$ cat src/rtl/cpu_bus_ctrl.sv
module cpu_bus_ctrl #(
  parameter int AW      = 16,
  parameter int DW      = 8,
  parameter int OFS_W   = 13,
  parameter int SEL_BIT = 13,
  parameter int PORT_W  = 8,
  parameter int WIN_TOP = 14
) (
  input  logic              clk,
  input  logic              rst_n,
  input  logic              sync,
  input  logic [DW-1:0]     cpu_din,
  input  logic [AW-1:0]     cpu_addr,
  input  logic              cpu_wr_n,
  output logic [DW-1:0]     cpu_dout,
  output logic              cpu_dout_oe,
  output logic              cpu_ready,
  output logic [OFS_W-1:0]  rom_addr,
  input  logic [DW-1:0]     rom_rdata,
  output logic [OFS_W-1:0]  ram_addr,
  input  logic [DW-1:0]     ram_rdata,
  output logic [DW-1:0]     ram_wdata,
  output logic              ram_we,
  output logic [PORT_W-1:0] io_port,
  input  logic [DW-1:0]     io_rdata,
  output logic [DW-1:0]     io_wdata,
  output logic              io_rd,
  output logic              io_wr,
  input  logic              vec_load,
  input  logic [DW-1:0]     vec_in,
  output logic              int_pending,
  output logic [AW-1:0]     last_fetch,
  output logic              range_err,
  output logic              status_err
);

  localparam logic [DW-1:0] ST_FETCH = DW'(8'hA2);
  localparam logic [DW-1:0] ST_MRD   = DW'(8'h82);
  localparam logic [DW-1:0] ST_SRD   = DW'(8'h86);
  localparam logic [DW-1:0] ST_MWR   = DW'(8'h00);
  localparam logic [DW-1:0] ST_SWR   = DW'(8'h04);
  localparam logic [DW-1:0] ST_IN    = DW'(8'h42);
  localparam logic [DW-1:0] ST_OUT   = DW'(8'h10);
  localparam logic [DW-1:0] ST_INTA  = DW'(8'h23);

  typedef enum logic [3:0] {
    CY_NONE, CY_FETCH, CY_MRD, CY_SRD, CY_MWR, CY_SWR, CY_IN, CY_OUT, CY_INTA, CY_BAD
  } cyc_e;

  function automatic cyc_e decode(input logic [DW-1:0] s);
    case (s)
      ST_FETCH: return CY_FETCH;
      ST_MRD:   return CY_MRD;
      ST_SRD:   return CY_SRD;
      ST_MWR:   return CY_MWR;
      ST_SWR:   return CY_SWR;
      ST_IN:    return CY_IN;
      ST_OUT:   return CY_OUT;
      ST_INTA:  return CY_INTA;
      default:  return CY_BAD;
    endcase
  endfunction

  logic [DW-1:0] stat_q;
  logic          stat_vld;
  logic [DW-1:0] vec_q;
  logic [AW-1:0] fa_q;
  logic          fa_v;
  cyc_e          kind;

  assign kind = sync ? decode(cpu_din) : (stat_vld ? decode(stat_q) : CY_NONE);

  logic is_rd, is_wr, is_in, is_out, is_ack;
  assign is_rd  = kind inside {CY_FETCH, CY_MRD, CY_SRD};
  assign is_wr  = kind inside {CY_MWR, CY_SWR};
  assign is_in  = (kind == CY_IN);
  assign is_out = (kind == CY_OUT);
  assign is_ack = (kind == CY_INTA);

  assign rom_addr  = cpu_addr[OFS_W-1:0];
  assign ram_addr  = cpu_addr[OFS_W-1:0];
  assign ram_wdata = cpu_din;
  assign ram_we    = is_wr & ~cpu_wr_n & cpu_addr[SEL_BIT];
  assign io_port   = cpu_addr[PORT_W-1:0];
  assign io_wdata  = cpu_din;
  assign io_rd     = is_in;
  assign io_wr     = is_out & ~cpu_wr_n;

  assign cpu_dout = is_rd  ? (cpu_addr[SEL_BIT] ? ram_rdata : rom_rdata) :
                    is_in  ? io_rdata :
                    is_ack ? vec_q : '0;
  assign cpu_dout_oe = is_rd | is_in | is_ack;
  assign cpu_ready   = sync & (is_rd | is_wr | is_in | is_out);

  always_ff @(posedge clk or negedge rst_n) begin
    if (!rst_n) begin
      stat_q      <= '0;
      stat_vld    <= 1'b0;
      vec_q       <= '0;
      int_pending <= 1'b0;
      fa_q        <= '0;
      fa_v        <= 1'b0;
      last_fetch  <= '0;
      range_err   <= 1'b0;
      status_err  <= 1'b0;
    end else begin
      if (sync) begin
        stat_q   <= cpu_din;
        stat_vld <= 1'b1;
      end
      fa_q <= cpu_addr;
      fa_v <= sync & (kind == CY_FETCH);
      if (fa_v) last_fetch <= fa_q;
      range_err  <= sync & is_rd & (|cpu_addr[AW-1:WIN_TOP]);
      status_err <= sync & (kind == CY_BAD);
      if (vec_load) begin
        vec_q       <= vec_in;
        int_pending <= 1'b1;
      end else if (sync && is_ack) begin
        int_pending <= 1'b0;
      end
    end
  end

  a_r6_ready_only_in_sync: assert property (@(posedge clk) disable iff (!rst_n)
    !sync |-> !cpu_ready);
  a_r7_ack_returns_no_ready: assert property (@(posedge clk) disable iff (!rst_n)
    (sync && cpu_din == 8'h23) |-> (!cpu_ready && cpu_dout_oe));
  a_r3_write_only_upper: assert property (@(posedge clk) disable iff (!rst_n)
    ram_we |-> (cpu_addr[SEL_BIT] && !cpu_wr_n));
  a_r12_no_drive_on_write: assert property (@(posedge clk) disable iff (!rst_n)
    (ram_we || io_wr) |-> !cpu_dout_oe);
  a_r8_pending_clears: assert property (@(posedge clk) disable iff (!rst_n)
    (sync && cpu_din == 8'h23 && !vec_load) |=> !int_pending);
  a_r9_fetch_addr_delay: assert property (@(posedge clk) disable iff (!rst_n)
    (sync && cpu_din == 8'hA2) |-> ##2 (last_fetch == $past(cpu_addr, 2)));
  a_r11_bad_code_flag: assert property (@(posedge clk) disable iff (!rst_n)
    (sync && cpu_din == 8'h8A) |=> status_err);

endmodule

$ cat config.mk
export PLATFORM = sky130hd
export DESIGN_NAME = cpu_bus_ctrl
export DESIGN_NICKNAME = d
export VERILOG_FILES = /design/src/rtl/cpu_bus_ctrl.sv
export SDC_FILE = /design/constraint.sdc
export NUM_CORES = 1
export LEC_CHECK = 0
export BUFFER_PORTS_ARGS = -buffer_cell sky130_fd_sc_hd__buf_2
export CAP_MARGIN = 20
export CORE_MARGIN = 5
export CORE_UTILIZATION = 24
export CTS_CLUSTER_SIZE = 16
export DETAILED_ROUTE_END_ITERATION = 8
export HOLD_SLACK_MARGIN = 0.06
export SKIP_CTS_REPAIR_TIMING = 1
export SLEW_MARGIN = 15
export SYNTH_ARGS = -nofsm -noshare
export SYNTH_HDL_FRONTEND = slang
export SYNTH_SLANG_ARGS = --single-unit
$ cat constraint.sdc
create_clock -name clk -period 5.4 [get_ports clk]
set_clock_uncertainty 0.05 [all_clocks]
set_input_delay 0.54 -clock clk [delete_from_list [all_inputs] [get_ports clk]]
set_output_delay 0.54 -clock clk [all_outputs]
set_load 0.01 [all_outputs]
### After elaboration in Yosys (flattened, before gate mapping)

Index checks and enable logic that the tools add are counted.

* input bits: 61
* bits in registers: 53
* logic and storage cells: 63
* output and inout bits: 82

* equality and inequality tests: 23
* muxes and demuxes: 10
* reduce and logical (&&, ||, !) cells: 7
* bitwise operators: 14

Operators with widths (number)
* 4-bit case mux with 8 select lines: 2
* 8-bit equality test, second input constant: 6
* 8-bit two-way mux: 4
* 4-bit by 3-bit equality test with 1-bit output, second input constant: 4
* 8-bit by 3-bit equality test with 1-bit output, second input constant: 2
* 8-bit by 5-bit equality test with 1-bit output, second input constant: 2
* 8-bit by 6-bit equality test with 1-bit output, second input constant: 2
* 8-bit by 7-bit equality test with 1-bit output, second input constant: 2
* 8-bit logical NOT: 2
* 1-bit AND: 8
* 4-bit by 2-bit equality test with 1-bit output, second input constant: 2
* 4-bit equality test, second input constant: 2
* 4-bit two-way mux: 2
* 1-bit OR: 5
* 4-bit by 1-bit equality test with 1-bit output, second input constant: 1
* 2-bit nonzero test: 2
* 3-bit nonzero test: 1
* 1-bit two-way mux: 2
* 2-bit OR reduction: 1
* 1-bit logical AND: 1
* 1-bit inverter: 1

### Depth between registers and ports, before layout

Gate-level depths: netlist of the first run.

* word-level depth: 10
* depth in mapped cells: 9
* gate-level depth less buffers: 7

### Least setup slack after synthesis of the first run

No wires, ideal clock.

* path type: in2out
* from: input cpu_din[1]
* to: output cpu_dout[0]
* stages: 8
* buffers on the path: 1
* setup slack: 2689 ps
* arrival: 2121 ps
* required time: 4810 ps
* cells stage by stage: nor2b_1 > and3_1 > o31ai_2 > nand3_1 > or2_1 > o211ai_2 > buf_6 > mux2i_1

* cells in the longest elaborated chain, start to end: 7
* elaborated cells on any way between the ends: 19
* those cells by class: 12 x eq/ne; 5 x mux; 2 x reduce/logical

Ends and longest elaborated chain
* start, declared: line 12 `input logic [DW-1:0] cpu_din,`
* 8-bit by 6-bit equality test with 1-bit output (tied with other cells): line 51 `case (s)`
* 4-bit case mux with 8 select lines (*): line 51
* 4-bit two-way mux (*): line 71 `assign kind = sync ? decode(cpu_din) : (stat_vld ? decode(stat_q) : CY_NONE);`
* 4-bit equality test: line 78 `assign is_ack = (kind == CY_INTA);`
* 8-bit two-way mux: line 91 `is_ack ? vec_q : '0;`
* 8-bit two-way mux: line 90 `is_in ? io_rdata :`
* 8-bit two-way mux (*): line 89 `assign cpu_dout = is_rd ? (cpu_addr[SEL_BIT] ? ram_rdata : rom_rdata) :`
* end, declared: line 15 `output logic [DW-1:0] cpu_dout,`

Mark *: on every way between the ends. The rest lies on a longest branch, timed or not.

### Worst setup path after layout of the first run

* from: input cpu_din[1]
* to: output cpu_dout[1]

The elaborated chain is that of the path after synthesis.

==> impl_results.html, run 1 <==
<table>
<tr><th>Metric</th><th>Value</th></tr>
<tr><th colspan="2">Status</th></tr>
<tr><td>Result of the run</td><td>finished, final reports clean</td></tr>
<tr><th colspan="2">STA</th></tr>
<tr><td>Clock period minus worst slack</td><td>3410 ps</td></tr>
<tr><td>Final Hold Vio Count</td><td>0</td></tr>
<tr><td>Peak clock frequency supported by timing</td><td>0.294 GHz</td></tr>
<tr><td>Worst slew margin</td><td>49.2%</td></tr>
<tr><td>Hold Slack</td><td>317 ps</td></tr>
<tr><td>Setup repair after global routing missed its margin</td><td>no</td></tr>
<tr><td>Final max-slew violation count</td><td>0</td></tr>
<tr><td>Final worst path period share</td><td>63.1%</td></tr>
<tr><td>Final setup margin</td><td>1990 ps</td></tr>
<tr><td>Sum of negative setup slack</td><td>0 ps</td></tr>
<tr><td>Tightest Pin Transition</td><td>759 ps</td></tr>
<tr><td>Count of final setup violators</td><td>0</td></tr>
<tr><th colspan="2">Final layout</th></tr>
<tr><td>Finished layout cell area</td><td>3540 sq um</td></tr>
<tr><td>Share of final-layout standard cells stronger than drive strength 1</td><td>55.8%</td></tr>
<tr><td>Area used by sequential logic in the layout</td><td>1330 sq um</td></tr>
<tr><td>Antenna diode count</td><td>0</td></tr>
<tr><td>Most common cell after layout, fill and taps aside</td><td>sky130_fd_sc_hd__buf_2</td></tr>
<tr><td>Total area of multi-input combinational cells</td><td>1130 sq um</td></tr>
<tr><td># nets final</td><td>404</td></tr>
<tr><td>Number of fill cells</td><td>1,240</td></tr>
<tr><td>Count of non-filler cells in the finished layout</td><td>491</td></tr>
<tr><td>Area grow syn2layout</td><td>22.7%</td></tr>
<tr><td>Commonest cells after routing, fill and taps aside</td><td>sky130_fd_sc_hd__buf_2, sky130_fd_sc_hd__dfrtp_1, sky130_fd_sc_hd__mux2_2</td></tr>
<tr><th colspan="2">Global route</th></tr>
<tr><td>GR Util met3</td><td>3.44%</td></tr>
<tr><td>Met2 track demand over resource</td><td>15.6%</td></tr>
<tr><td>Met1 layer usage reported by global route</td><td>11.6%</td></tr>
<tr><td>Remaining global-route overflow</td><td>0</td></tr>
<tr><td>Routing layer with the top usage in global route</td><td>met2</td></tr>
<tr><td>Antenna violations before repair</td><td>0</td></tr>
<tr><td>All-layer global routing usage</td><td>9.60%</td></tr>
<tr><td>Global-route wire length before repair</td><td>11.0 mm</td></tr>
<tr><td>Via count of the first global-routing pass</td><td>2,197</td></tr>
<tr><td>Maximum number of pins on one net before global-route repair</td><td>54</td></tr>
<tr><th colspan="2">Worst setup path</th></tr>
<tr><td>Signal arrival time at the worst endpoint</td><td>2820 ps</td></tr>
<tr><td>Critical-path maximum fanout</td><td>11</td></tr>
<tr><td>Required arrival time at the worst endpoint</td><td>4810 ps</td></tr>
<tr><td>Worst setup EP type</td><td>output port</td></tr>
<tr><td>Critical path origin</td><td>cpu_din[1]</td></tr>
<tr><td>Worst path buffer plus inverter count</td><td>2</td></tr>
<tr><td>Slowest stage cell on the critical path</td><td>sky130_fd_sc_hd__o211ai_2</td></tr>
<tr><td>Kind of critical path</td><td>in2out</td></tr>
<tr><td>Setup slack of the most critical reg-to-reg path</td><td>3010 ps</td></tr>
<tr><td>Most used cell along the critical path</td><td>sky130_fd_sc_hd__buf_2</td></tr>
<tr><td>Worst path max stage delay</td><td>620 ps</td></tr>
<tr><td>Cells traversed along the worst timing path</td><td>buf_2, nor2b_1, and3_1, o31ai_2, nand3_1, or2_1, o211ai_2, mux2i_1, buf_2</td></tr>
<tr><td>Logic depth of the worst register-to-register path</td><td>7</td></tr>
<tr><td>Reg-to-reg critical path endpoint</td><td>range_err</td></tr>
<tr><td>Instance count on the critical path</td><td>9</td></tr>
<tr><td>Kind of start point of the critical path</td><td>input pin</td></tr>
<tr><td>Top delay family on crit path</td><td>compound AO/OA/AOI/OAI gates</td></tr>
<tr><td>Start of the worst register-to-register path</td><td>stat_q[4]</td></tr>
<tr><th colspan="2">Clock network</th></tr>
<tr><td>Clock tree root buffer cell</td><td>sky130_fd_sc_hd__clkbuf_16</td></tr>
<tr><td># clock sinks</td><td>53</td></tr>
<tr><td>TritonCTS clock tree</td><td>done</td></tr>
<tr><td>Clock-pin slew on the worst setup and hold paths</td><td>60 ps</td></tr>
<tr><td>Number of buffers inserted during clock tree synthesis</td><td>5</td></tr>
<tr><td>Deepest clock path buffer count</td><td>2</td></tr>
<tr><td>Number of H-tree levels</td><td>2</td></tr>
<tr><td>Clock latency on the worst-skew pair</td><td>290 ps</td></tr>
<tr><th colspan="2">Placement</th></tr>
<tr><td>Final Wtd Congestion</td><td>0.894</td></tr>
<tr><td>Final HPWL from detailed placement</td><td>5.29 mm</td></tr>
<tr><td>Count of input and output buffers</td><td>142</td></tr>
<tr><td>Worst slack after detailed placement</td><td>1970 ps</td></tr>
<tr><td>Cell Area, Placed</td><td>3370 sq um</td></tr>
<tr><td>Instance count after placement with tap cells included</td><td>483</td></tr>
<tr><th colspan="2">Yosys</th></tr>
<tr><td>Syn avg cell area</td><td>11.5 sq um</td></tr>
<tr><td>Async set-reset flop share out of synthesis</td><td>100%</td></tr>
<tr><td>Most common flop cell mapped by yosys</td><td>sky130_fd_sc_hd__dfrtp_1</td></tr>
<tr><td>Number of library cell types mapped by synthesis</td><td>43</td></tr>
<tr><td>Post-synth design cell area</td><td>2890 sq um</td></tr>
<tr><td>Syn Nets</td><td>313</td></tr>
<tr><td>Cells after Synth</td><td>252</td></tr>
<tr><td>Count of warnings emitted by yosys</td><td>0</td></tr>
<tr><td>Register bit count reported by yosys</td><td>53</td></tr>
<tr><td>Count of flip-flops with a built-in enable after synthesis</td><td>0</td></tr>
<tr><td>Portion of the post-synthesis area used by sequential elements</td><td>45.9%</td></tr>
<tr><th colspan="2">Route</th></tr>
<tr><td>Final routed DRC violation total</td><td>0</td></tr>
<tr><td>Vias per Instance</td><td>4.46</td></tr>
<tr><td>Vias post-DR</td><td>2,191</td></tr>
<tr><td>Detailed Routing Iterations Pass 1</td><td>4</td></tr>
<tr><td>Violation count after the first detailed-route iteration</td><td>101</td></tr>
<tr><td>Total Wirelength</td><td>6.89 mm</td></tr>
<tr><td>Routed len/inst</td><td>14.0 um</td></tr>
<tr><td>Number of nets with antenna violations after detailed routing</td><td>0</td></tr>
<tr><th colspan="2">Power and ir drop</th></tr>
<tr><td>Peak VDD IR</td><td>0.000141 V</td></tr>
<tr><td>Power density over the cells</td><td>272 nW/um^2</td></tr>
<tr><td>Static Leakage</td><td>1.80 nW</td></tr>
<tr><th colspan="2">Floorplanning</th></tr>
<tr><td>Core region area</td><td>11,900 sq um</td></tr>
<tr><td>Area enclosed by the die boundary</td><td>14,300 sq um</td></tr>
<tr><td>Die Span Y</td><td>120 um</td></tr>
<tr><td>Effective utilization at floorplan</td><td>24.2%</td></tr>
<tr><td>Row cnt</td><td>40</td></tr>
<tr><td>Width of the chip</td><td>120 um</td></tr>
<tr><td>Top-level port count</td><td>143</td></tr>
<tr><th colspan="2">Flow run</th></tr>
<tr><td>Max_cap viols</td><td>0</td></tr>
<tr><th colspan="2">Min path</th></tr>
<tr><td>Min-delay worst type</td><td>in2async</td></tr>
</table>
-- cell usage after synthesis, drive strengths merged (2+ instances only) --
| master | count | area [sq um] |
|---|---|---|
| and3 | 2 | 12.5 |
| nand2b | 3 | 18.8 |
| inv | 3 | 11.3 |
| nor4 | 5 | 61.3 |
| clkbuf | 5 | 20.0 |
| and4bb | 2 | 25.0 |
| xor2 | 2 | 17.5 |
| o211ai | 2 | 25.0 |
| nor2 | 11 | 41.3 |
| buf | 54 | 403 |
| o21ai | 5 | 25.0 |
| a21oi | 2 | 10.0 |
| nor4b | 3 | 32.5 |
| nor2b | 2 | 12.5 |
| mux2i | 17 | 170 |
| mux2 | 31 | 349 |
| nand2 | 9 | 33.8 |
| nor3b | 2 | 20.0 |
| dfrtp | 53 | 1330 |
| nor3 | 6 | 30.0 |
| or2 | 2 | 12.5 |
| a22oi | 9 | 67.6 |
| nand3 | 11 | 55.1 |
-- registers in the layout, summed over array words and instances, names as in the netlist --
signal / count
fa_q: 16
fa_v: 1
int_pending: 1
last_fetch: 16
range_err: 1
stat_q: 8
stat_vld: 1
status_err: 1
vec_q: 8
-- cell families (layout without fill, tap and decap cells) --
group / Yosys count / after routing / share of synthesized area [%]
AOI/OAI and AO/OA: 25 / 25 / 6.94
muxes: 48 / 48 / 18.0
buffers and inverters: 62 / 154 / 15.0
xor gates and xnor gates: 3 / 3 / 0.910
and+or+nand+nor: 61 / 61 / 13.2
DFF: 53 / 53 / 45.9
-- worst max path at each step --
stage | slack (ps) | endpoint
after floorplan | 2690 | cpu_dout[0]
after global placement | 2040 | cpu_dout[0]
after detailed placement | 1970 | cpu_dout[3]
after CTS | 1960 | cpu_dout[3]
after global routing | 1770 | cpu_dout[7]
final | 1990 | cpu_dout[1]
-- through the flow --
step                      total power, W  util [%]
after CTS                       0.000987      29.7
after floorplan                 0.000546         -
after global placement          0.000595      28.3
after global routing             0.00102      29.7
after detailed placement        0.000599      28.3
final                           0.000965      29.7
-- routing by layer --
layer,routed length [um],up-vias
li1,-,1024
met2,3410,103
met4,134,0
met5,0,-
met1,2720,1049
met3,618,15
-- layout make-up --
class	instances	area share (%)
sequential	53	37.4
multi-input combinational	137	31.8
timing repair buffer	143	20.3
tap	147	5.19
clock buffer	6	3.92
clock inverter	2	1.06
inverter	3	0.318
-- power by group --
| part | switching [W] | internal (W) | leakage, nW |
|---|---|---|---|
| sequential | 0.0000183 | 0.000421 | 0.651 |
| clock | 0.000144 | 0.000231 | 0.0831 |
| combinational | 0.0000799 | 0.0000699 | 1.07 |
| total | 0.000243 | 0.000722 | 1.80 |
No activity file was read; power rests on OpenSTA's default activity.
==> inputs of run 2 (changes only) <==
==> constraint.sdc (replaced) <==
create_clock -name clk -period 3.3 [get_ports clk]
set_clock_uncertainty 0.05 [all_clocks]
set_input_delay 0.33 -clock clk [delete_from_list [all_inputs] [get_ports clk]]
set_output_delay 0.33 -clock clk [all_outputs]
set_load 0.01 [all_outputs]
==> run 2 against run 1 <==
Net effect:
- die area stayed put
- register-to-register slack worse by 1800 ps
- sequential power is 64% higher
- core utilization is 0.18 points lower
- clock-buffer cell count is 1 higher
- first-iteration DRC count is 40% lower
- cell count is 0.41% higher
- worst hold slack worse by 240 ps
- critical path type is now reg2out
- largest cell class unchanged
- largest power group unchanged
==> impl_results.html, run 2 (synthesis gave the netlist of run 1 again) <==
<table>
<tr><th>Metric</th><th>Value</th></tr>
<tr><th colspan="2">Status</th></tr>
<tr><td>Result of the run</td><td>finished, final reports clean</td></tr>
<tr><th colspan="2">Clock network</th></tr>
<tr><td>Number of buffers inserted during clock tree synthesis</td><td>5 (unchanged)</td></tr>
<tr><td>Clock-pin slew on the worst setup and hold paths</td><td>70 ps (about the same)</td></tr>
<tr><td># clock sinks</td><td>53 (unchanged)</td></tr>
<tr><td>Clock latency on the worst-skew pair</td><td>280 ps (about the same)</td></tr>
<tr><td>Clock tree root buffer cell</td><td>sky130_fd_sc_hd__clkbuf_16</td></tr>
<tr><td>TritonCTS clock tree</td><td>done</td></tr>
<tr><td>Deepest clock path buffer count</td><td>2 (unchanged)</td></tr>
<tr><td>Number of H-tree levels</td><td>2 (unchanged)</td></tr>
<tr><th colspan="2">Placement</th></tr>
<tr><td>Cell Area, Placed</td><td>3380 sq um (+0.45%)</td></tr>
<tr><td>Instance count after placement with tap cells included</td><td>485 (+0.41%)</td></tr>
<tr><td>Final Wtd Congestion</td><td>0.888 (-0.64%)</td></tr>
<tr><td>Count of input and output buffers</td><td>142 (unchanged)</td></tr>
<tr><td>Final HPWL from detailed placement</td><td>5.34 mm (+1.0%)</td></tr>
<tr><th colspan="2">Worst setup path</th></tr>
<tr><td>Slowest stage cell on the critical path</td><td>sky130_fd_sc_hd__nor4_4</td></tr>
<tr><td>Signal arrival time at the worst endpoint</td><td>2560 ps (-260 ps)</td></tr>
<tr><td>Worst setup EP type</td><td>output port</td></tr>
<tr><td>Most used cell along the critical path</td><td>sky130_fd_sc_hd__nor3_1</td></tr>
<tr><td>Setup slack of the most critical reg-to-reg path</td><td>1170 ps (-1840 ps)</td></tr>
<tr><td>Critical-path maximum fanout</td><td>9 (-2)</td></tr>
<tr><td>Top delay family on crit path</td><td>simple AND/OR/NAND/NOR gates</td></tr>
<tr><td>Kind of critical path</td><td>reg2out</td></tr>
<tr><td>Start of the worst register-to-register path</td><td>stat_q[4]</td></tr>
<tr><td>Kind of start point of the critical path</td><td>flop</td></tr>
<tr><td>Logic depth of the worst register-to-register path</td><td>8 (+1)</td></tr>
<tr><td>Reg-to-reg critical path endpoint</td><td>range_err</td></tr>
<tr><td>Worst path buffer plus inverter count</td><td>1 (-1)</td></tr>
<tr><td>Cells traversed along the worst timing path</td><td>nor3_1, o21ai_1, nor3_1, a21oi_1, nor4_4, a22oi_1, mux2i_1, buf_2</td></tr>
<tr><td>Worst path max stage delay</td><td>600 ps (-20 ps)</td></tr>
<tr><td>Required arrival time at the worst endpoint</td><td>2920 ps (-1890 ps)</td></tr>
<tr><th colspan="2">Final layout</th></tr>
<tr><td>Commonest cells after routing, fill and taps aside</td><td>sky130_fd_sc_hd__buf_2, sky130_fd_sc_hd__dfrtp_1, sky130_fd_sc_hd__mux2_2</td></tr>
<tr><td>Area grow syn2layout</td><td>22.0%</td></tr>
<tr><td># nets final</td><td>406 (+0.50%)</td></tr>
<tr><td>Share of final-layout standard cells stronger than drive strength 1</td><td>55.5% (-0.32 points)</td></tr>
<tr><td>Number of fill cells</td><td>1,238 (-0.16%)</td></tr>
<tr><td>Antenna diode count</td><td>0 (unchanged)</td></tr>
<tr><td>Most common cell after layout, fill and taps aside</td><td>sky130_fd_sc_hd__buf_2</td></tr>
<tr><td>Finished layout cell area</td><td>3520 sq um (-0.60%)</td></tr>
<tr><td>Registers with the most flip-flops</td><td>fa_q (16), last_fetch (16)</td></tr>
<tr><td>Count of non-filler cells in the finished layout</td><td>493 (+0.41%)</td></tr>
<tr><th colspan="2">Min path</th></tr>
<tr><td>Min-delay worst type</td><td>in2async</td></tr>
<tr><th colspan="2">Floorplanning</th></tr>
<tr><td>Core region area</td><td>11,900 sq um (unchanged)</td></tr>
<tr><td>Area enclosed by the die boundary</td><td>14,300 sq um (unchanged)</td></tr>
<tr><td>Effective utilization at floorplan</td><td>24.2% (unchanged)</td></tr>
<tr><td>Width of the chip</td><td>120 um (unchanged)</td></tr>
<tr><td>Die Span Y</td><td>120 um (unchanged)</td></tr>
<tr><td>Row cnt</td><td>40 (unchanged)</td></tr>
<tr><td>Top-level port count</td><td>143 (unchanged)</td></tr>
<tr><th colspan="2">Power and ir drop</th></tr>
<tr><td>Reg power frac</td><td>49.0% (+3.5 points)</td></tr>
<tr><td>Static Leakage</td><td>1.80 nW (-0.50%)</td></tr>
<tr><td>Internal power</td><td>0.00109 W (+50%)</td></tr>
<tr><td>Switch share</td><td>26.1% (+0.93 points)</td></tr>
<tr><td>Sw Pwr</td><td>0.000383 W (+58%)</td></tr>
<tr><td>Power density over the cells</td><td>417 nW/um^2 (+53%)</td></tr>
<tr><td>Power share of the clock group</td><td>34.3% (-4.6 points)</td></tr>
<tr><td>Peak VDD IR</td><td>0.000173 V (+23%)</td></tr>
<tr><td>Combinational Power Share</td><td>16.7% (+1.2 points)</td></tr>
<tr><th colspan="2">STA</th></tr>
<tr><td>Sum of negative setup slack</td><td>0 ps (unchanged)</td></tr>
<tr><td>Clock period minus worst slack</td><td>2940 ps</td></tr>
<tr><td>Worst slew margin</td><td>46.7% (-2.5 points)</td></tr>
<tr><td>Count of final setup violators</td><td>0 (unchanged)</td></tr>
<tr><td>Tightest Pin Transition</td><td>800 ps (+40.5 ps)</td></tr>
<tr><td>Setup repair after global routing missed its margin</td><td>no</td></tr>
<tr><td>Peak clock frequency supported by timing</td><td>0.340 GHz</td></tr>
<tr><td>Final worst path period share</td><td>89.2%</td></tr>
<tr><td>Final Hold Vio Count</td><td>0 (unchanged)</td></tr>
<tr><td>Final max-slew violation count</td><td>0 (unchanged)</td></tr>
<tr><th colspan="2">Route</th></tr>
<tr><td>Vias post-DR</td><td>2,178 (-0.59%)</td></tr>
<tr><td>Vias per Instance</td><td>4.42 (-1.0%)</td></tr>
<tr><td>Final routed DRC violation total</td><td>0 (unchanged)</td></tr>
<tr><td>Number of nets with antenna violations after detailed routing</td><td>0 (unchanged)</td></tr>
<tr><td>Routed len/inst</td><td>13.7 um (-2.3%)</td></tr>
<tr><td>Detailed Routing Iterations Pass 1</td><td>4 (unchanged)</td></tr>
<tr><td>Total Wirelength</td><td>6.75 mm (-1.9%)</td></tr>
<tr><td>Violation count after the first detailed-route iteration</td><td>61 (-40%)</td></tr>
<tr><th colspan="2">Global route</th></tr>
<tr><td>All-layer global routing usage</td><td>9.21% (-0.40 points)</td></tr>
<tr><td>Antenna violations before repair</td><td>0 (unchanged)</td></tr>
<tr><td>Via count of the first global-routing pass</td><td>2,198 (+0.046%)</td></tr>
<tr><td>Global-route wire length before repair</td><td>10.8 mm (-2.4%)</td></tr>
<tr><td>Maximum number of pins on one net before global-route repair</td><td>36 (-33%)</td></tr>
<tr><td>Remaining global-route overflow</td><td>0 (unchanged)</td></tr>
<tr><th colspan="2">Flow run</th></tr>
<tr><td>Max_cap viols</td><td>0 (unchanged)</td></tr>
</table>
==> run 2: changes by cell type in the layout (fill, tap and decap cells not counted), sizes merged <==
cell	before	now
bufinv	1	0
clkbuf	6	7
buf	143	145
==> run 2: final cells by class <==
| cell class | count | area, sq um | share of cell area, % |
|---|---|---|---|
| inverter | 3 | 11.3 | 0.320 |
| sequential | 53 | 1330 | 37.7 |
| tap | 147 | 184 | 5.22 |
| clock inverter | 1 | 7.51 | 0.213 |
| clock buffer | 7 | 133 | 3.77 |
| timing repair buffer | 145 | 733 | 20.8 |
| multi-input combinational | 137 | 1130 | 32.0 |
==> run 2: worst max path at each step <==
stage | startpoint | end | depth (start not counted)
6_report | stat_q[7] | cpu_dout[5] | 8
5_1_grt | stat_q[2] | cpu_dout[4] | 8
2_1_floorplan | stat_q[4] | cpu_dout[0] | 8
3_5_place_dp | cpu_din[2] | cpu_dout[5] | 10
4_1_cts | stat_q[7] | cpu_dout[5] | 8
3_3_place_gp | cpu_din[1] | cpu_dout[3] | 10
==> run 2: worst reg2reg max path, delay by kind of cell (launching register included) <==
| kind | cells | cell delay (ps) |
|---|---|---|
| compound gates | 1 | 180 |
| buf+inv | 1 | 240 |
| flops | 1 | 460 |
| simple gates | 6 | 1090 |
==> run 2: per-stage QoR <==
stage / total power (W) / hold slack, ps / setup slack (ps) / util, %
after floorplan: 0.000893 / -15.6 / 963 / -
after global placement: 0.000976 / 406 / 544 / 28.4
after detailed placement: 0.000982 / 410 / 513 / 28.4
after CTS: 0.00150 / 110 / 311 / 29.6
after global routing: 0.00155 / 105 / 17.4 / 29.6
final: 0.00147 / 80.7 / 355 / 29.6
==> run 2: per-layer routing <==
| layer | vias to the layer above | global-route usage [%] | part of all wire, % |
|---|---|---|---|
| met1 | 1050 | 11.5 | 41 |
| li1 | 1029 | - | - |
| met2 | 92 | 15.8 | 52 |
| met3 | 7 | 2.45 | 6.9 |
| met5 | - | 0 | 0 |
| met4 | 0 | 2.36 | 0.96 |
==> run 2: power groups by stage <==
stage	clock network [W]	logic [W]	registers [W]
after global routing	0.000554	0.000272	0.000725
after CTS	0.000526	0.000251	0.000720
after floorplan	0	0.000165	0.000728
after detailed placement	0	0.000250	0.000732
final	0.000504	0.000246	0.000720
after global placement	0	0.000246	0.000730
==> inputs of run 3 (changes only) <==
==> constraint.sdc (replaced) <==
create_clock -name clk -period 2.85 [get_ports clk]
set_clock_uncertainty 0.05 [all_clocks]
set_input_delay 0.285 -clock clk [delete_from_list [all_inputs] [get_ports clk]]
set_output_delay 0.285 -clock clk [all_outputs]
set_load 0.01 [all_outputs]
==> run 3 against run 2 <==
Net effect:
- core utilization rose by 1.9 points
- non-clock buffer count rose by 14
- first-iteration DRC count rose by 120%
- total power rose by 26%
- combinational power rose by 28%
- cell area rose by 6.3%
- clock power rose by 38%
- setup slack got worse by 250 ps
- cell count rose by 2.8%
- die area did not move
- flip-flop and latch count did not move
==> impl_results.html, run 3 (synthesis gave the netlist of run 1 again) <==
<table>
<tr><th>Metric</th><th>Value</th></tr>
<tr><th colspan="2">Route</th></tr>
<tr><td>Total Wirelength</td><td>7.22 mm (+6.9%)</td></tr>
<tr><td>Vias per Instance</td><td>4.54 (+2.7%)</td></tr>
<tr><td>Number of nets with antenna violations after detailed routing</td><td>0 (unchanged)</td></tr>
<tr><td>Final routed DRC violation total</td><td>0 (unchanged)</td></tr>
<tr><td>Violation count after the first detailed-route iteration</td><td>135 (+120%)</td></tr>
<tr><td>Vias post-DR</td><td>2,300 (+5.6%)</td></tr>
<tr><td>Routed len/inst</td><td>14.2 um (+3.9%)</td></tr>
<tr><td>Detailed Routing Iterations Pass 1</td><td>4 (unchanged)</td></tr>
<tr><th colspan="2">Worst setup path</th></tr>
<tr><td>Required arrival time at the worst endpoint</td><td>2520 ps (-400 ps)</td></tr>
<tr><td>Start of the worst register-to-register path</td><td>stat_q[6]</td></tr>
<tr><td>Kind of start point of the critical path</td><td>flop</td></tr>
<tr><td>Signal arrival time at the worst endpoint</td><td>2410 ps (-150 ps)</td></tr>
<tr><td>Worst setup EP type</td><td>output port</td></tr>
<tr><td>Critical-path maximum fanout</td><td>7 (-2)</td></tr>
<tr><td>Critical path origin</td><td>stat_q[6]</td></tr>
<tr><td>Kind of critical path</td><td>reg2out</td></tr>
<tr><th colspan="2">Final layout</th></tr>
<tr><td>Most common cell after layout, fill and taps aside</td><td>sky130_fd_sc_hd__buf_2</td></tr>
<tr><td>Finished layout cell area</td><td>3740 sq um (+6.3%)</td></tr>
<tr><td>Antenna diode count</td><td>0 (unchanged)</td></tr>
<tr><td># nets final</td><td>420 (+3.4%)</td></tr>
<tr><td>Count of non-filler cells in the finished layout</td><td>507 (+2.8%)</td></tr>
<tr><td>Commonest cells after routing, fill and taps aside</td><td>sky130_fd_sc_hd__buf_2, sky130_fd_sc_hd__dfrtp_1, sky130_fd_sc_hd__mux2_2</td></tr>
<tr><td>Share of final-layout standard cells stronger than drive strength 1</td><td>59.7% (+4.2 points)</td></tr>
<tr><td>Area grow syn2layout</td><td>29.6%</td></tr>
<tr><td>Registers with the most flip-flops</td><td>fa_q (16), last_fetch (16)</td></tr>
<tr><th colspan="2">Floorplanning</th></tr>
<tr><td>Area enclosed by the die boundary</td><td>14,300 sq um (unchanged)</td></tr>
<tr><td>Core region area</td><td>11,900 sq um (unchanged)</td></tr>
<tr><td>Width of the chip</td><td>120 um (unchanged)</td></tr>
<tr><td>Row cnt</td><td>40 (unchanged)</td></tr>
<tr><td>Die Span Y</td><td>120 um (unchanged)</td></tr>
<tr><td>Effective utilization at floorplan</td><td>24.2% (unchanged)</td></tr>
<tr><td>Top-level port count</td><td>143 (unchanged)</td></tr>
<tr><th colspan="2">STA</th></tr>
<tr><td>Setup repair after global routing missed its margin</td><td>yes</td></tr>
<tr><td>Count of final setup violators</td><td>0 (unchanged)</td></tr>
<tr><td>Final worst path period share</td><td>96.2%</td></tr>
<tr><td>Final Hold Vio Count</td><td>0 (unchanged)</td></tr>
<tr><td>Tightest Pin Transition</td><td>730 ps (-69.8 ps)</td></tr>
<tr><td>Sum of negative setup slack</td><td>0 ps (unchanged)</td></tr>
<tr><td>Final max-slew violation count</td><td>0 (unchanged)</td></tr>
<tr><td>Worst slew margin</td><td>51.3% (+4.7 points)</td></tr>
<tr><td>Final setup margin</td><td>108 ps (-247 ps)</td></tr>
<tr><td>Clock period minus worst slack</td><td>2740 ps</td></tr>
<tr><td>Peak clock frequency supported by timing</td><td>0.365 GHz</td></tr>
<tr><th colspan="2">Power and ir drop</th></tr>
<tr><td>Internal power</td><td>0.00139 W (+28%)</td></tr>
<tr><td>Power density over the cells</td><td>494 nW/um^2 (+18%)</td></tr>
<tr><td>Reg power frac</td><td>45.3% (-3.7 points)</td></tr>
<tr><td>Final total power</td><td>0.00185 W (+26%)</td></tr>
<tr><td>Peak VDD IR</td><td>0.000254 V (+47%)</td></tr>
<tr><td>Static Leakage</td><td>1.89 nW (+5.2%)</td></tr>
<tr><td>Switch share</td><td>24.6% (-1.5 points)</td></tr>
<tr><td>Combinational Power Share</td><td>17.1% (+0.4 points)</td></tr>
<tr><td>Sw Pwr</td><td>0.000455 W (+19%)</td></tr>
<tr><td>Power share of the clock group</td><td>37.5% (+3.2 points)</td></tr>
<tr><th colspan="2">Placement</th></tr>
<tr><td>Cell Area, Placed</td><td>3390 sq um (+0.22%)</td></tr>
<tr><td>Instance count after placement with tap cells included</td><td>486 (+0.21%)</td></tr>
<tr><td>Worst slack after detailed placement</td><td>160 ps (-353 ps)</td></tr>
<tr><td>Count of input and output buffers</td><td>142 (unchanged)</td></tr>
<tr><td>Final Wtd Congestion</td><td>0.903 (+1.7%)</td></tr>
<tr><td>Final HPWL from detailed placement</td><td>5.46 mm (+2.2%)</td></tr>
<tr><th colspan="2">Clock network</th></tr>
<tr><td>Number of H-tree levels</td><td>2 (unchanged)</td></tr>
<tr><td>Clock tree root buffer cell</td><td>sky130_fd_sc_hd__clkbuf_16</td></tr>
<tr><td># clock sinks</td><td>53 (unchanged)</td></tr>
<tr><td>TritonCTS clock tree</td><td>done</td></tr>
<tr><td>Number of buffers inserted during clock tree synthesis</td><td>5 (unchanged)</td></tr>
<tr><td>Clock latency on the worst-skew pair</td><td>280 ps (about the same)</td></tr>
<tr><td>Clock-pin slew on the worst setup and hold paths</td><td>70 ps (about the same)</td></tr>
<tr><td>Deepest clock path buffer count</td><td>2 (unchanged)</td></tr>
<tr><th colspan="2">Global route</th></tr>
<tr><td>Remaining global-route overflow</td><td>0 (unchanged)</td></tr>
<tr><td>Antenna violations before repair</td><td>0 (unchanged)</td></tr>
<tr><td>All-layer global routing usage</td><td>9.42% (+0.22 points)</td></tr>
<tr><td>Maximum number of pins on one net before global-route repair</td><td>33 (-8.3%)</td></tr>
<tr><td>Global-route wire length before repair</td><td>11.0 mm (+2.1%)</td></tr>
<tr><td>Via count of the first global-routing pass</td><td>2,184 (-0.64%)</td></tr>
<tr><th colspan="2">Flow run</th></tr>
<tr><td>Max_cap viols</td><td>0 (unchanged)</td></tr>
<tr><th colspan="2">Min path</th></tr>
<tr><td>Min-delay worst type</td><td>in2async</td></tr>
<tr><th colspan="2">Status</th></tr>
<tr><td>Result of the run</td><td>finished, final reports clean</td></tr>
</table>
-- run 3: stage by stage --
step	util, %	hold WS, ps
detailed placement	28.4	352
finish	31.4	6.01
floorplan	-	-60.6
global route	31.4	68.2
global placement	28.4	346
CTS	29.9	36.7
-- run 3: metal layers --
metal | part of all wire, % | wire length (um) | track usage (%) | up-vias
met4 | 0.75 | 54 | 2.86 | 0
met3 | 7.1 | 516 | 2.83 | 8
met1 | 38 | 2760 | 11.0 | 1126
met2 | 54 | 3890 | 16.6 | 103
li1 | - | - | - | 1063
met5 | 0 | 0 | 0 | -
-- run 3: path summary, 6_finish.rpt --
| kind | end | slack, ps | depth (start not counted) |
|---|---|---|---|
| min in group clk | fa_q[1] | 80 | 1 |
| worst min register to register | last_fetch[6] | 420 | 1 |
| worst max-delay path | cpu_dout[4] | 110 | 9 |
| max in group asynchronous | last_fetch[6] | 1970 | 2 |
| worst max register to register | range_err | 830 | 8 |
| worst min-delay path | last_fetch[12] | 6 | 1 |
-- run 3: layout make-up --
cell class / instances / area (sq um)
fill: 1226 / 8170
inverter: 3 / 11.3
clock buffer: 7 / 143
timing repair buffer: 159 / 861
multi-input combinational: 137 / 1180
sequential: 53 / 1330
tap: 147 / 184
clock inverter: 1 / 30.0
-- run 3: power by group through the flow --
| stage | Clock, W | Sequential (W) | Combinational [W] |
|---|---|---|---|
| floorplan | 0 | 0.000843 | 0.000191 |
| global placement | 0 | 0.000845 | 0.000285 |
| detailed placement | 0 | 0.000848 | 0.000292 |
| CTS | 0.000731 | 0.000833 | 0.000292 |
| global route | 0.000769 | 0.000845 | 0.000348 |
| finish | 0.000694 | 0.000838 | 0.000316 |
-- run 3: critical path: stages (launching register included) --
cell                       delay (ps)
sky130_fd_sc_hd__dfrtp_2          470
sky130_fd_sc_hd__nor4b_4          330
sky130_fd_sc_hd__nand3_2          120
sky130_fd_sc_hd__nand4_1          110
sky130_fd_sc_hd__nand3_2           80
sky130_fd_sc_hd__or2_4            260
sky130_fd_sc_hd__o211ai_4         220
sky130_fd_sc_hd__buf_4            200
sky130_fd_sc_hd__mux2i_1          180
sky130_fd_sc_hd__buf_2            150
